### src/rtl/prot_attr_pkg.sv
`timescale 1ns/1ps
package prot_attr_pkg;
  typedef enum logic [1:0] {
    MODE_SEC_ONLY = 2'd0,
    MODE_NSRD_SWR = 2'd1,
    MODE_ISOLATE  = 2'd2,
    MODE_OPEN     = 2'd3
  } prot_mode_e;

  localparam int unsigned ATTR_BASE      = 32'h010;
  localparam int unsigned LOCK_BASE      = 32'h030;
  localparam int unsigned CFG_OFS        = 32'h3F0;
  localparam int unsigned VER_OFS        = 32'h3F4;
  localparam int unsigned IDS_PER_ATTR_W = 16;
  localparam int unsigned IDS_PER_LOCK_W = 32;
endpackage

### src/rtl/prot_attr_store.sv
`timescale 1ns/1ps
module prot_attr_store
  import prot_attr_pkg::*;
#(
  parameter int N_PERIPH = 40,
  parameter int ADDR_W   = 12
) (
  input  logic                  clk,
  input  logic                  rst_n,
  input  logic                  wr_en,
  input  logic [ADDR_W-1:0]     wr_addr,
  input  logic [31:0]           wr_data,
  output logic [2*N_PERIPH-1:0] attr_q,
  output logic [N_PERIPH-1:0]   lock_q
);
  logic [2*N_PERIPH-1:0] attr_d;
  logic [N_PERIPH-1:0]   lock_d;

  // next-state per peripheral
  for (genvar i = 0; i < N_PERIPH; i++) begin : g_id
    localparam int AW = i / IDS_PER_ATTR_W;
    localparam int AB = (i % IDS_PER_ATTR_W) * 2;
    localparam int LW = i / IDS_PER_LOCK_W;
    localparam int LB = i % IDS_PER_LOCK_W;
    logic attr_hit;
    logic lock_hit;
    assign attr_hit = (wr_addr == ADDR_W'(ATTR_BASE + 4 * AW)) && !lock_q[i];
    assign lock_hit = (wr_addr == ADDR_W'(LOCK_BASE + 4 * LW));
    assign attr_d[2*i +: 2] = attr_hit ? wr_data[AB +: 2] : attr_q[2*i +: 2];
    assign lock_d[i] = lock_q[i] | (lock_hit & wr_data[LB]);
  end

  // state registers, enabled by secure writes only
  always_ff @(posedge clk or negedge rst_n) begin
    if (!rst_n) begin
      attr_q <= '0;
      lock_q <= '0;
    end else if (wr_en) begin
      attr_q <= attr_d;
      lock_q <= lock_d;
    end
  end
endmodule

### src/rtl/prot_read_mux.sv
`timescale 1ns/1ps
module prot_read_mux
  import prot_attr_pkg::*;
#(
  parameter int          N_PERIPH  = 40,
  parameter int          N_ZONES   = 2,
  parameter int          N_MASTERS = 4,
  parameter logic [31:0] VERSION   = 32'h0000_0021,
  parameter int          ADDR_W    = 12
) (
  input  logic [ADDR_W-1:0]     addr,
  input  logic [2*N_PERIPH-1:0] attr_q,
  input  logic [N_PERIPH-1:0]   lock_q,
  output logic [31:0]           rd_word
);
  localparam int ATTR_WORDS = (N_PERIPH + IDS_PER_ATTR_W - 1) / IDS_PER_ATTR_W;
  localparam int LOCK_WORDS = (N_PERIPH + IDS_PER_LOCK_W - 1) / IDS_PER_LOCK_W;
  localparam logic [31:0] CFG_WORD = {8'h00, 8'(N_MASTERS), 8'(N_PERIPH), 8'(N_ZONES)};

  logic [32*ATTR_WORDS-1:0] attr_pad;
  logic [32*LOCK_WORDS-1:0] lock_pad;

  assign attr_pad = (32*ATTR_WORDS)'(attr_q);
  assign lock_pad = (32*LOCK_WORDS)'(lock_q);

  always_comb begin
    rd_word = '0;
    for (int w = 0; w < ATTR_WORDS; w++) begin
      if (addr == ADDR_W'(ATTR_BASE + 4 * w)) rd_word = attr_pad[32*w +: 32];
    end
    for (int w = 0; w < LOCK_WORDS; w++) begin
      if (addr == ADDR_W'(LOCK_BASE + 4 * w)) rd_word = lock_pad[32*w +: 32];
    end
    if (addr == ADDR_W'(CFG_OFS)) rd_word = CFG_WORD;
    if (addr == ADDR_W'(VER_OFS)) rd_word = VERSION;
  end
endmodule

### src/rtl/prot_access_check.sv
`timescale 1ns/1ps
module prot_access_check
  import prot_attr_pkg::*;
#(
  parameter int N_PERIPH = 40,
  parameter int ID_W     = 7
) (
  input  logic [2*N_PERIPH-1:0] attr_q,
  input  logic [ID_W-1:0]       chk_id,
  input  logic                  chk_sec,
  input  logic                  chk_wr,
  output logic                  chk_allow
);
  logic       id_ok;
  prot_mode_e mode;

  assign id_ok = (32'(chk_id) < N_PERIPH);

  always_comb begin
    mode = MODE_SEC_ONLY;
    for (int i = 0; i < N_PERIPH; i++) begin
      if (32'(chk_id) == i) mode = prot_mode_e'(attr_q[2*i +: 2]);
    end
  end

  always_comb begin
    unique case (mode)
      MODE_SEC_ONLY: chk_allow = id_ok & chk_sec;
      MODE_NSRD_SWR: chk_allow = id_ok & (chk_sec | ~chk_wr);
      MODE_ISOLATE:  chk_allow = 1'b0;
      MODE_OPEN:     chk_allow = id_ok;
      default:       chk_allow = 1'b0;
    endcase
  end
endmodule

### src/rtl/prot_attr_bank.sv
`timescale 1ns/1ps
module prot_attr_bank #(
  parameter int          N_PERIPH  = 40,
  parameter int          N_ZONES   = 2,
  parameter int          N_MASTERS = 4,
  parameter logic [31:0] VERSION   = 32'h0000_0021,
  parameter int          ADDR_W    = 12,
  parameter int          ID_W      = $clog2(N_PERIPH) + 1
) (
  input  logic                  clk,
  input  logic                  rst_n,
  input  logic                  bus_sel,
  input  logic                  bus_wr,
  input  logic                  bus_sec,
  input  logic [ADDR_W-1:0]     bus_addr,
  input  logic [31:0]           bus_wdata,
  output logic [31:0]           bus_rdata,
  input  logic [ID_W-1:0]       chk_id,
  input  logic                  chk_sec,
  input  logic                  chk_wr,
  output logic                  chk_allow,
  output logic [2*N_PERIPH-1:0] attr_out
);
  logic                  wr_en;
  logic                  rd_en;
  logic [2*N_PERIPH-1:0] attr_q;
  logic [N_PERIPH-1:0]   lock_q;
  logic [31:0]           rd_word;

  assign wr_en = bus_sel & bus_wr & bus_sec;
  assign rd_en = bus_sel & ~bus_wr;

  prot_attr_store #(.N_PERIPH(N_PERIPH), .ADDR_W(ADDR_W)) i_store (
    .clk     (clk),
    .rst_n   (rst_n),
    .wr_en   (wr_en),
    .wr_addr (bus_addr),
    .wr_data (bus_wdata),
    .attr_q  (attr_q),
    .lock_q  (lock_q)
  );

  prot_read_mux #(
    .N_PERIPH(N_PERIPH), .N_ZONES(N_ZONES), .N_MASTERS(N_MASTERS),
    .VERSION(VERSION), .ADDR_W(ADDR_W)
  ) i_rmux (
    .addr    (bus_addr),
    .attr_q  (attr_q),
    .lock_q  (lock_q),
    .rd_word (rd_word)
  );

  prot_access_check #(.N_PERIPH(N_PERIPH), .ID_W(ID_W)) i_chk (
    .attr_q    (attr_q),
    .chk_id    (chk_id),
    .chk_sec   (chk_sec),
    .chk_wr    (chk_wr),
    .chk_allow (chk_allow)
  );

  always_ff @(posedge clk or negedge rst_n) begin
    if (!rst_n) bus_rdata <= '0;
    else if (rd_en) bus_rdata <= rd_word;
  end

  assign attr_out = attr_q;
endmodule

### config.mk
export PLATFORM = sky130hd
export DESIGN_NAME = prot_attr_bank
export DESIGN_NICKNAME = d
export VERILOG_FILES = /design/src/rtl/prot_attr_pkg.sv /design/src/rtl/prot_attr_store.sv /design/src/rtl/prot_read_mux.sv /design/src/rtl/prot_access_check.sv /design/src/rtl/prot_attr_bank.sv
export SDC_FILE = /design/constraint.sdc
export NUM_CORES = 1
export LEC_CHECK = 0
export ABC_AREA = 1
export ABC_CLOCK_PERIOD_IN_PS = 5500
export BUFFER_PORTS_ARGS = -buffer_cell sky130_fd_sc_hd__buf_2
export CAP_MARGIN = 20
export CORE_MARGIN = 4
export CORE_UTILIZATION = 40
export DETAILED_ROUTE_END_ITERATION = 10
export HOLD_SLACK_MARGIN = 0.15
export PLACE_DENSITY = 0.64
export SYNTH_ARGS = -nofsm -noshare
export SYNTH_HDL_FRONTEND = slang
export SYNTH_SLANG_ARGS = --single-unit
### constraint.sdc
create_clock -name clk -period 5.5 [get_ports clk]
set_clock_uncertainty 0.2 [all_clocks]
set_input_delay 0.825 -clock clk [delete_from_list [all_inputs] [get_ports clk]]
set_output_delay 0.825 -clock clk [all_outputs]
set_load 0.005 [all_outputs]
==> results of run 1 <==
-- power by group --
group / switching, mW / internal (mW)
clock: 0.528 / 0.639
sequential: 0.000938 / 1.12
combinational: 0.0887 / 0.0309
total: 0.618 / 1.79
-- how the worst max path moves through the flow --
| stage | start | endpoint | slack (ns) | cells past startpoint |
|---|---|---|---|---|
| 2_1_floorplan | chk_id[4] | chk_allow | 1.65 | 27 |
| 3_3_place_gp | chk_id[5] | chk_allow | 1.01 | 27 |
| 3_5_place_dp | chk_id[5] | chk_allow | 0.95 | 27 |
| 4_1_cts | chk_id[4] | chk_allow | 0.92 | 27 |
| 5_1_grt | chk_id[4] | chk_allow | 0.54 | 27 |
| 6_report | chk_id[5] | chk_allow | 0.86 | 27 |
-- per-layer routing --
metal / share of wire / wire length, µm
met4: 0.025 / 703
met2: 0.45 / 12900
met1: 0.43 / 12400
met5: 0 / 0
met3: 0.093 / 2660
-- area by class of cell --
type / count / area [µm²]
Clock buffer: 17 / 425
Clock inverter: 15 / 153
Fill cell: 1872 / 9310
Inverter: 143 / 537
Multi-Input combinational cell: 656 / 3130
Sequential cell: 152 / 3800
Tap cell: 234 / 293
Timing Repair Buffer: 186 / 997
-- kinds of logic after synthesis --
kind of cell	after synthesis
AND/OR/NAND/NOR	396
buffers and inverters	173
flip-flops	152
AO/OA/AOI/OAI	260
-- critical path: stages --
cell     delay [ns]
buf_2          0.13
inv_1          0.08
nand3_2        0.29
nor2_2         0.24
nand2_1        0.07
nand2_1        0.10
nand4_1        0.08
nand2_1        0.06
nand3_1        0.06
nand2_1        0.06
nand4_1        0.09
nor2_1         0.13
nand4_1        0.09
nand2_1        0.06
nand4_1        0.08
nor2_1         0.10
nand4_1        0.13
nor2_1         0.12
nand4_1        0.09
nand2_1        0.07
nand4_1        0.07
nand2_1        0.09
nand4_2        0.09
nand3_1        0.11
nand2_1        0.05
nor2_1         0.11
buf_2          0.13
-- sequential cells by signal, summed over array words and instances, names as in the netlist --
name,cells
i_store.attr_q,80
i_store.lock_q,40
bus_rdata,32
-- cells in the final DEF (no fill, tap or decap), drive strengths merged, types with 7 or more instances in the layout --
master  netlist  final
nand4        18     18
o22ai         8      8
dfrtp       152    152
a221oi       22     22
a21oi        22     22
nor2        101    101
nor3          7      7
o31ai        26     26
buf           1    186
inv         141    150
nand2       246    246
nand3        19     19
o21ai       168    168
clkbuf       29     17
==> results_dict.tcl, run 1 <==
set metrics [dict create \
    status "completed" \
    num_rows 50 \
    antenna_left 0 \
    gp_congestion 0.974 \
    layout_min_cycle_time_ns 4.64 \
    reg2reg_setup_slack_ns 4.00 \
    synthXorXnorAreaFrac 0 \
    rsz0062_at_grt "false" \
    drv_slew 0 \
    fp.dieW_um 146 \
    synthArstFlopShare 1.00 \
    antenna_found_initial 0 \
    worstSetupPathType "in2out" \
    cts_setup_buffers 0 \
    grt_max_degree 59 \
    critPathLaunchType "primary input" \
    die_area_um2 21200 \
    viasPerCell 5.52 \
    r2r-end "bus_rdata[0]$_DFFE_PN0P_" \
    dieHeight_um 146 \
    num_antenna_cells 0 \
    fin_area_um2 9330 \
    synthAdderAreaFrac 0 \
    yosys_warnings 0 \
    yosysTopAreaCell "dfrtp_1" \
    h-tree-depth 4 \
    r2r_start "i_store.attr_q[0]$_DFFE_PN0P_" \
    powerDensity_nw_per_um2 258 \
    ios 171 \
    first_global_vias 7492 \
    cts_resized 0 \
    cts_max_path_buffers 2 \
    grt_pass1_wl_mm 44.1 \
    yosys.cell_types.count 31 \
    fin_tns_setup_ns 0 \
    synth_seq_cells 152 \
    cts_hold_buf 0 \
    grt_use_total 0.269 \
    num_vias 7746 \
    avgSynthCellArea_um2 7.73 \
    gr-total-overflow 0 \
    cp.required_ns 4.47 \
    syn_area_um2 7580 \
    routed_wl_mm 28.7 \
    max_freq_mhz 215 \
    cts_tree "built" \
    hp-class "in2async" \
    synth_top_area_frac 0.502 \
    finalCritPeriodShare 0.844 \
    synthFlopType "dfrtp_1" \
    synth_compound_area_frac 0.198 \
    met3_usage 0.0626 \
    final_cell_count_no_fill 1403 \
    synthTopCellsByCount "nand2_1, o21ai_0, dfrtp_1" \
    synth_top_family_by_area "simple AND/OR/NAND/NOR gates" \
    grt.met2_usage 0.409 \
    clock-root-buffer "clkbuf_16" \
    grt_busiest_layer "met2" \
    hold_viol 0 \
    clk_latency_ns 0.44 \
    synthMuxAreaShare 0 \
    dp_slack_ns 0.947 \
    wl_per_cell_um 20.4 \
    holdWs_ns 0.141 \
    synth-edff-count 0 \
    path_max_fanout 13 \
    yosysMostFrequentCell "nand2_1" \
    cts_made_buffers 17 \
    peakVddDrop_mv 0.212 \
    fin_nets 1214 \
    post-route-util 0.501 \
    yosysSeqAreaShare 0.502 \
    coreArea_um2 18600 \
    syn2layout_area_growth_pct 23.1 \
    drt-initial-drc-count 879 \
    maxCapViolations 0 \
    drc 0 \
    clk_pin_slew_ns 0.07 \
    grt_use_met1 0.379 \
    synthesis.nets 1039 \
    worst_pin_slew_ns 0.762 \
    relSlewSlack 0.490 \
    worstPathArrival_ns 3.62 \
    drt_pass1_iterations 5 \
    setup_ws_ns 0.859 \
    place_area_um2 8730 \
    setup_viol 0 \
    initial_core_util 0.407 \
    ff2ff_path_depth 4 \
    power.total_mw 2.41 \
    power_leakage_nw 4.77 \
    synthCells 981 \
    port_buffers 170 \
    endpoint_kind "output pin" \
    ys_top_cells_by_area "dfrtp_1, nand2_1, o21ai_0, inv_1, nor2_1" \
    synth-simple-area-share 0.214 \
    dp_hpwl_mm 21.8 \
    dp_cells 1370 \
    cts.sinks 152 \
    drive_above_1_share 0.203 \
]
Note: power is estimated with default switching activity, not from simulation.
==> run 2: changes to the inputs <==
Settings changed: ABC_CLOCK_PERIOD_IN_PS 5500 to 3800, PLACE_DENSITY 0.64 to 0.66.
Clock period 5.5 ns to 3.8 ns, I/O delays scaled along.
==> run 2 against run 1 <==
  * The flow now finishes with violations (negative setup slack)
  * First-iteration DRC count decreased by 20%
  * Wire length increased by 0.98%
  * Global-route usage increased by 0.48 points
  * Sequential power increased by 45%
  * Final area increased by 3.5%
  * Register-to-register slack got worse by 1.7 ns
  * Die area unchanged
  * Largest cell class unchanged
  * Cell count increased by 2.1%
  * Utilization increased by 1.8 points
  * Non-clock buffer count increased by 30
  * Via count increased by 2.3%
  * Clock-buffer cell count increased by 1
==> results_dict.tcl, run 2 (synthesis results as in run 1) <==
set metrics [dict create \
    grt_use_met1 0.380 \
    drive_above_1_share 0.234 \
    top_regs "i_store.attr_q (80), i_store.lock_q (40), bus_rdata (32)" \
    ff2ff_path_depth 4 \
    worst_pin_slew_ns 0.825 \
    grt_max_degree 87 \
    r2r-end "bus_rdata[11]$_DFFE_PN0P_" \
    power_leakage_nw 4.92 \
    dp_slack_ns -0.224 \
    fin_area_um2 9660 \
    drt-initial-drc-count 707 \
    viasPerCell 5.53 \
    multi_input_area_um2 3200 \
    largest-register "i_store.attr_q" \
    fill_cells 1844 \
    wl_per_cell_um 20.2 \
    cts.sinks 152 \
    grt_pass1_wl_mm 45.3 \
    drt_pass1_iterations 5 \
    num_rows 50 \
    reg2reg_setup_slack_ns 2.29 \
    dieHeight_um 146 \
    setup_viol 1 \
    port_buffers 170 \
    h-tree-depth 4 \
    maxCapViolations 0 \
    powerDensity_nw_per_um2 367 \
    cp.required_ns 3.03 \
    routed_wl_mm 29.0 \
    cts_made_buffers 17 \
    layout_min_cycle_time_ns 3.96 \
    cts_max_path_buffers 2 \
    grt.met2_usage 0.422 \
    fin_nets 1244 \
    worstSetupPathType "reg2out" \
    worstPathArrival_ns 3.19 \
    endpoint_kind "output pin" \
    first_global_vias 7883 \
    coreArea_um2 18600 \
    place_area_um2 8950 \
    largest_register_ff_count 80 \
    peakVddDrop_mv 0.342 \
    ios 171 \
    clk_latency_ns 0.43 \
    drv_slew 0 \
    grt_use_total 0.274 \
    critPathLaunch "i_store.attr_q[3]$_DFFE_PN0P_" \
    layout_commonest_cell "nand2_1" \
    hp-class "in2reg" \
    clock-root-buffer "clkbuf_16" \
    gr-total-overflow 0 \
    ff_latch_area_um2 3810 \
    relSlewSlack 0.450 \
    hold_viol 0 \
    finalCritPeriodShare 1.04 \
    critPathLaunchType "flop" \
    setup_ws_ns -0.160 \
    drc 0 \
    syn2layout_area_growth_pct 27.5 \
    violations "negative setup slack" \
    cts_tree "built" \
    power.total_mw 3.55 \
    die_area_um2 21200 \
    status "finished with violations" \
    path_max_fanout 4 \
    fp.dieW_um 146 \
    num_antenna_cells 0 \
    dp_hpwl_mm 21.8 \
    rsz0062_at_grt "true" \
    grt_busiest_layer "met2" \
    max_freq_mhz 252 \
    clk_pin_slew_ns 0.07 \
    initial_core_util 0.407 \
    final_cell_mix "nand2_1, o21ai_0, buf_2" \
    holdWs_ns 0.227 \
    num_vias 7924 \
    fin_tns_setup_ns -0.160 \
    cp-endpoint "chk_allow" \
    r2r_start "i_store.attr_q[75]$_DFFE_PN0P_" \
    antenna_found_initial 0 \
    gp_congestion 1.02 \
    antenna_left 0 \
    met3_usage 0.0673 \
]
## run 2: changes by cell type in the layout (fill, tap and decap cells not counted), moves of 4 or more
| cell | before | now |
|---|---|---|
| buf_2 | 169 | 165 |
| buf_4 | 15 | 47 |
| clkinvlp_4 | 1 | 5 |
| nand2_4 | 0 | 4 |
| nor2_1 | 96 | 90 |
| nor2_2 | 4 | 9 |
## run 2: power breakdown
group	leakage (nW)	switching (mW)	internal, mW
registers	1.91	0.00248	1.62
clock network	0.272	0.737	0.982
logic	2.74	0.139	0.0658
total	4.92	0.878	2.67
## run 2: layer usage
| layer | up-vias | share of wire |
|---|---|---|
| met3 | 50 | 0.093 |
| met4 | 0 | 0.027 |
| met1 | 3779 | 0.43 |
| met5 | - | 0 |
| li1 | 3651 | - |
| met2 | 444 | 0.45 |
## run 2: what timing repair did
item	4_1_cts	5_1_grt
setup endpoints to repair	1	1
pin swaps	4	8
resized for setup	20	11
hold buffers	1	0
buffers inserted	2	0
hold endpoints to repair	84	0
## run 2: through the flow
| step | utilization | cells |
|---|---|---|
| final | 0.518 | 1433 |
| after global routing | 0.518 | 1433 |
| after CTS | 0.517 | 1433 |
| after detailed placement | 0.480 | 1398 |
| after global placement | 0.480 | 1398 |
| after floorplan | - | 981 |
## run 2: worst min-delay path by stage
stage	from	endpoint	slack (ns)	depth (start not counted)
6_report	bus_wdata[26]	i_store.lock_q[26]$_DFFE_PN0P_	0.23	3
5_1_grt	bus_wdata[25]	i_store.lock_q[25]$_DFFE_PN0P_	0.24	3
4_1_cts	bus_wdata[25]	i_store.lock_q[25]$_DFFE_PN0P_	0.22	3
3_5_place_dp	i_store.lock_q[30]$_DFFE_PN0P_	i_store.lock_q[30]$_DFFE_PN0P_	0.26	2
3_3_place_gp	i_store.lock_q[30]$_DFFE_PN0P_	i_store.lock_q[30]$_DFFE_PN0P_	0.25	2
2_1_floorplan	rst_n	bus_rdata[0]$_DFFE_PN0P_	0.07	0
## run 2: layout make-up
class / instances / share of cell area
clock buffers: 18 / 0.0444
multi-input cells: 656 / 0.331
repair buffers: 216 / 0.127
flip-flops and latches: 152 / 0.394
inverters: 143 / 0.0563
clock inverters: 14 / 0.0167
well taps: 234 / 0.0303
## run 2: worst max-delay path, cell delays in order (launching register included)
cell,delay [ns]
dfrtp_2,0.44
nand3_1,0.09
nand2_1,0.05
nor2_1,0.12
nand3_1,0.09
nand2_1,0.07
nand4_1,0.08
nand2_1,0.07
nand3_1,0.06
nand2_1,0.06
nand4_1,0.10
nor2_1,0.13
nand4_1,0.09
nand2_1,0.07
nand4_1,0.08
nor2_1,0.09
nand4_1,0.11
nor2_1,0.13
nand4_1,0.10
nand2_1,0.08
nand4_1,0.07
nand2_1,0.11
nand4_4,0.10
nor2_2,0.11
nand2_1,0.05
clkinv_1,0.05
nor2_2,0.04
buf_2,0.11
==> run 3: changes to the inputs <==
Settings changed: CORE_UTILIZATION 40 to 49, PLACE_DENSITY 0.66 to 0.74.
==> run 3 against run 2 <==
  * Die area shrank 17%
  * Wire length is 4.7% lower
  * Critical path type unchanged
  * The flow still finishes with violations (negative setup slack)
  * Hold slack improved by 0.0025 ns
  * Cell count fell by 3.7%
  * Final area fell by 1.1%
  * First-iteration DRC count up 22%
  * Fmax fell by 3.1%
  * Sequential share of layout area increased by 0.47 points
==> results_dict.tcl, run 3 (synthesis results as in run 1) <==
set metrics [dict create \
    grt_use_total 0.315 \
    drt-initial-drc-count 863 \
    endpoint_kind "output pin" \
    num_antenna_cells 0 \
    critical_path_buf_inv_count 1 \
    largest-register "i_store.attr_q" \
    cts_made_buffers 17 \
    clock-root-buffer "clkbuf_16" \
    finalCritPeriodShare 1.08 \
    post-route-util 0.629 \
    holdWs_ns 0.229 \
    internal_power_mw 2.61 \
    clk_pin_slew_ns 0.07 \
    antenna_left 0 \
    top_regs "i_store.attr_q (80), i_store.lock_q (40), bus_rdata (32)" \
    place_area_um2 8830 \
    ff_latch_area_um2 3810 \
    cp_slowest_cell "dfrtp_2" \
    layout_min_cycle_time_ns 4.09 \
    drive_above_1_share 0.238 \
    largest_register_ff_count 80 \
    fp.dieW_um 132 \
    cpPeakStageDelay_ns 0.46 \
    num_rows 45 \
    power.switching_mw 0.880 \
    die_area_um2 17500 \
    h-tree-depth 4 \
    dp_slack_ns -0.277 \
    multi_input_area_um2 3220 \
    swShare 0.252 \
    max_freq_mhz 245 \
    ios 171 \
    worst_pin_slew_ns 0.697 \
    hold_viol 0 \
    met3_length_mm 2.93 \
    cp_top_family "simple AND/OR/NAND/NOR gates" \
    power_leakage_nw 4.89 \
    setup_ws_ns -0.285 \
    pwr-share-comb 0.056 \
    gr-total-overflow 0 \
    p_clk_frac 0.479 \
    power_frac_seq 0.465 \
    peakVddDrop_mv 0.302 \
    worstSetupPathType "reg2out" \
    fin_nets 1237 \
    cp_common_cell "nand4_1" \
    cts_max_path_buffers 2 \
    gp_congestion 1.03 \
    path_max_fanout 4 \
    syn2layout_area_growth_pct 26.0 \
    dieHeight_um 132 \
    setup_viol 1 \
    maxCapViolations 0 \
    clk_latency_ns 0.43 \
    cts.sinks 152 \
    dr_wl_met2_mm 12.5 \
    port_buffers 170 \
    top_layer_used "met4" \
    drv_slew 0 \
    relSlewSlack 0.535 \
    fill_cells 1347 \
    cp.required_ns 3.03 \
    met1Wirelength_mm 11.4 \
    powerDensity_nw_per_um2 365 \
    worstPathArrival_ns 3.32 \
    antenna_found_initial 0 \
    rsz0062_at_grt "true" \
    status "finished with violations" \
    drc 0 \
    initial_core_util 0.499 \
    layout_commonest_cell "nand2_1" \
    dp_hpwl_mm 20.4 \
    coreArea_um2 15200 \
    final_cell_mix "nand2_1, o21ai_0, buf_2" \
    fin_area_um2 9560 \
    grt_max_degree 78 \
    num_vias 7903 \
    cts_tree "built" \
    first_global_vias 7487 \
    grt_pass1_wl_mm 42.7 \
    violations "negative setup slack" \
    viasPerCell 5.73 \
    routed_wl_mm 27.6 \
    wl_per_cell_um 20.0 \
    critPathLaunchType "flop" \
    hp-class "in2reg" \
    drt_pass1_iterations 5 \
]
==> run 3: path summary, 6_finish.rpt <==
| path | from | end | slack, ns | depth (start not counted) |
|---|---|---|---|---|
| min reg2reg | i_store.lock_q[30]$_DFFE_PN0P_ | i_store.lock_q[30]$_DFFE_PN0P_ | 0.26 | 2 |
| max | i_store.attr_q[3]$_DFFE_PN0P_ | chk_allow | -0.29 | 26 |
| min in group asynchronous | rst_n | i_store.attr_q[39]$_DFFE_PN0P_ | 0.54 | 2 |
| max in group asynchronous | rst_n | i_store.lock_q[26]$_DFFE_PN0P_ | 2.01 | 3 |
| min | bus_wdata[19] | i_store.lock_q[19]$_DFFE_PN0P_ | 0.23 | 3 |
| max reg2reg | i_store.attr_q[37]$_DFFE_PN0P_ | bus_rdata[5]$_DFFE_PN0P_ | 2.16 | 4 |
==> run 3: metrics by stage <==
step | setup TNS [ns] | total power [mW] | instances
floorplan | 0 | 1.72 | 981
finish | -0.285 | 3.49 | 1380
global placement | -0.0720 | 1.83 | 1344
CTS | -0.181 | 3.49 | 1378
detailed placement | -0.277 | 1.83 | 1344
global route | -0.518 | 3.59 | 1380
==> run 3: worst reg2reg max path, delay by kind of cell, from the launching register on <==
family | cells | cell delay (ns)
flip-flops | 1 | 0.43
AO/OA/AOI/OAI | 3 | 0.86
buffers and inverters | 1 | 0.09
==> run 3: per-layer routing <==
layer,track usage,vias up
met5,0,-
met4,0.0924,0
met3,0.0824,60
met2,0.488,490
met1,0.441,3715
li1,-,3638
==> run 3: power by group through the flow <==
| stage | clock network, mW | registers, mW | logic (mW) |
|---|---|---|---|
| after global placement | 0 | 1.65 | 0.182 |
| after global routing | 1.76 | 1.62 | 0.216 |
| final | 1.67 | 1.62 | 0.195 |
| after CTS | 1.68 | 1.62 | 0.190 |
| after floorplan | 0 | 1.65 | 0.0667 |
| after detailed placement | 0 | 1.65 | 0.182 |
==> run 3: timing repair <==
| action | 4_1_cts | 5_1_grt |
|---|---|---|
| pin swaps | 6 | 17 |
| endpoints found under the hold margin | 75 | 0 |
| cloned | 0 | 0 |
| resized for setup | 18 | 18 |
| endpoints found under the setup margin | 1 | 1 |
| hold buffers | 1 | 0 |
| buffers inserted | 1 | 2 |
==> run 3: cell type report <==
cell class,count,area share
clock inverters,15,0.0164
multi-input cells,656,0.337
well taps,188,0.0246
flip-flops and latches,152,0.399
repair buffers,209,0.123
clock buffers,17,0.0445
inverters,143,0.0564
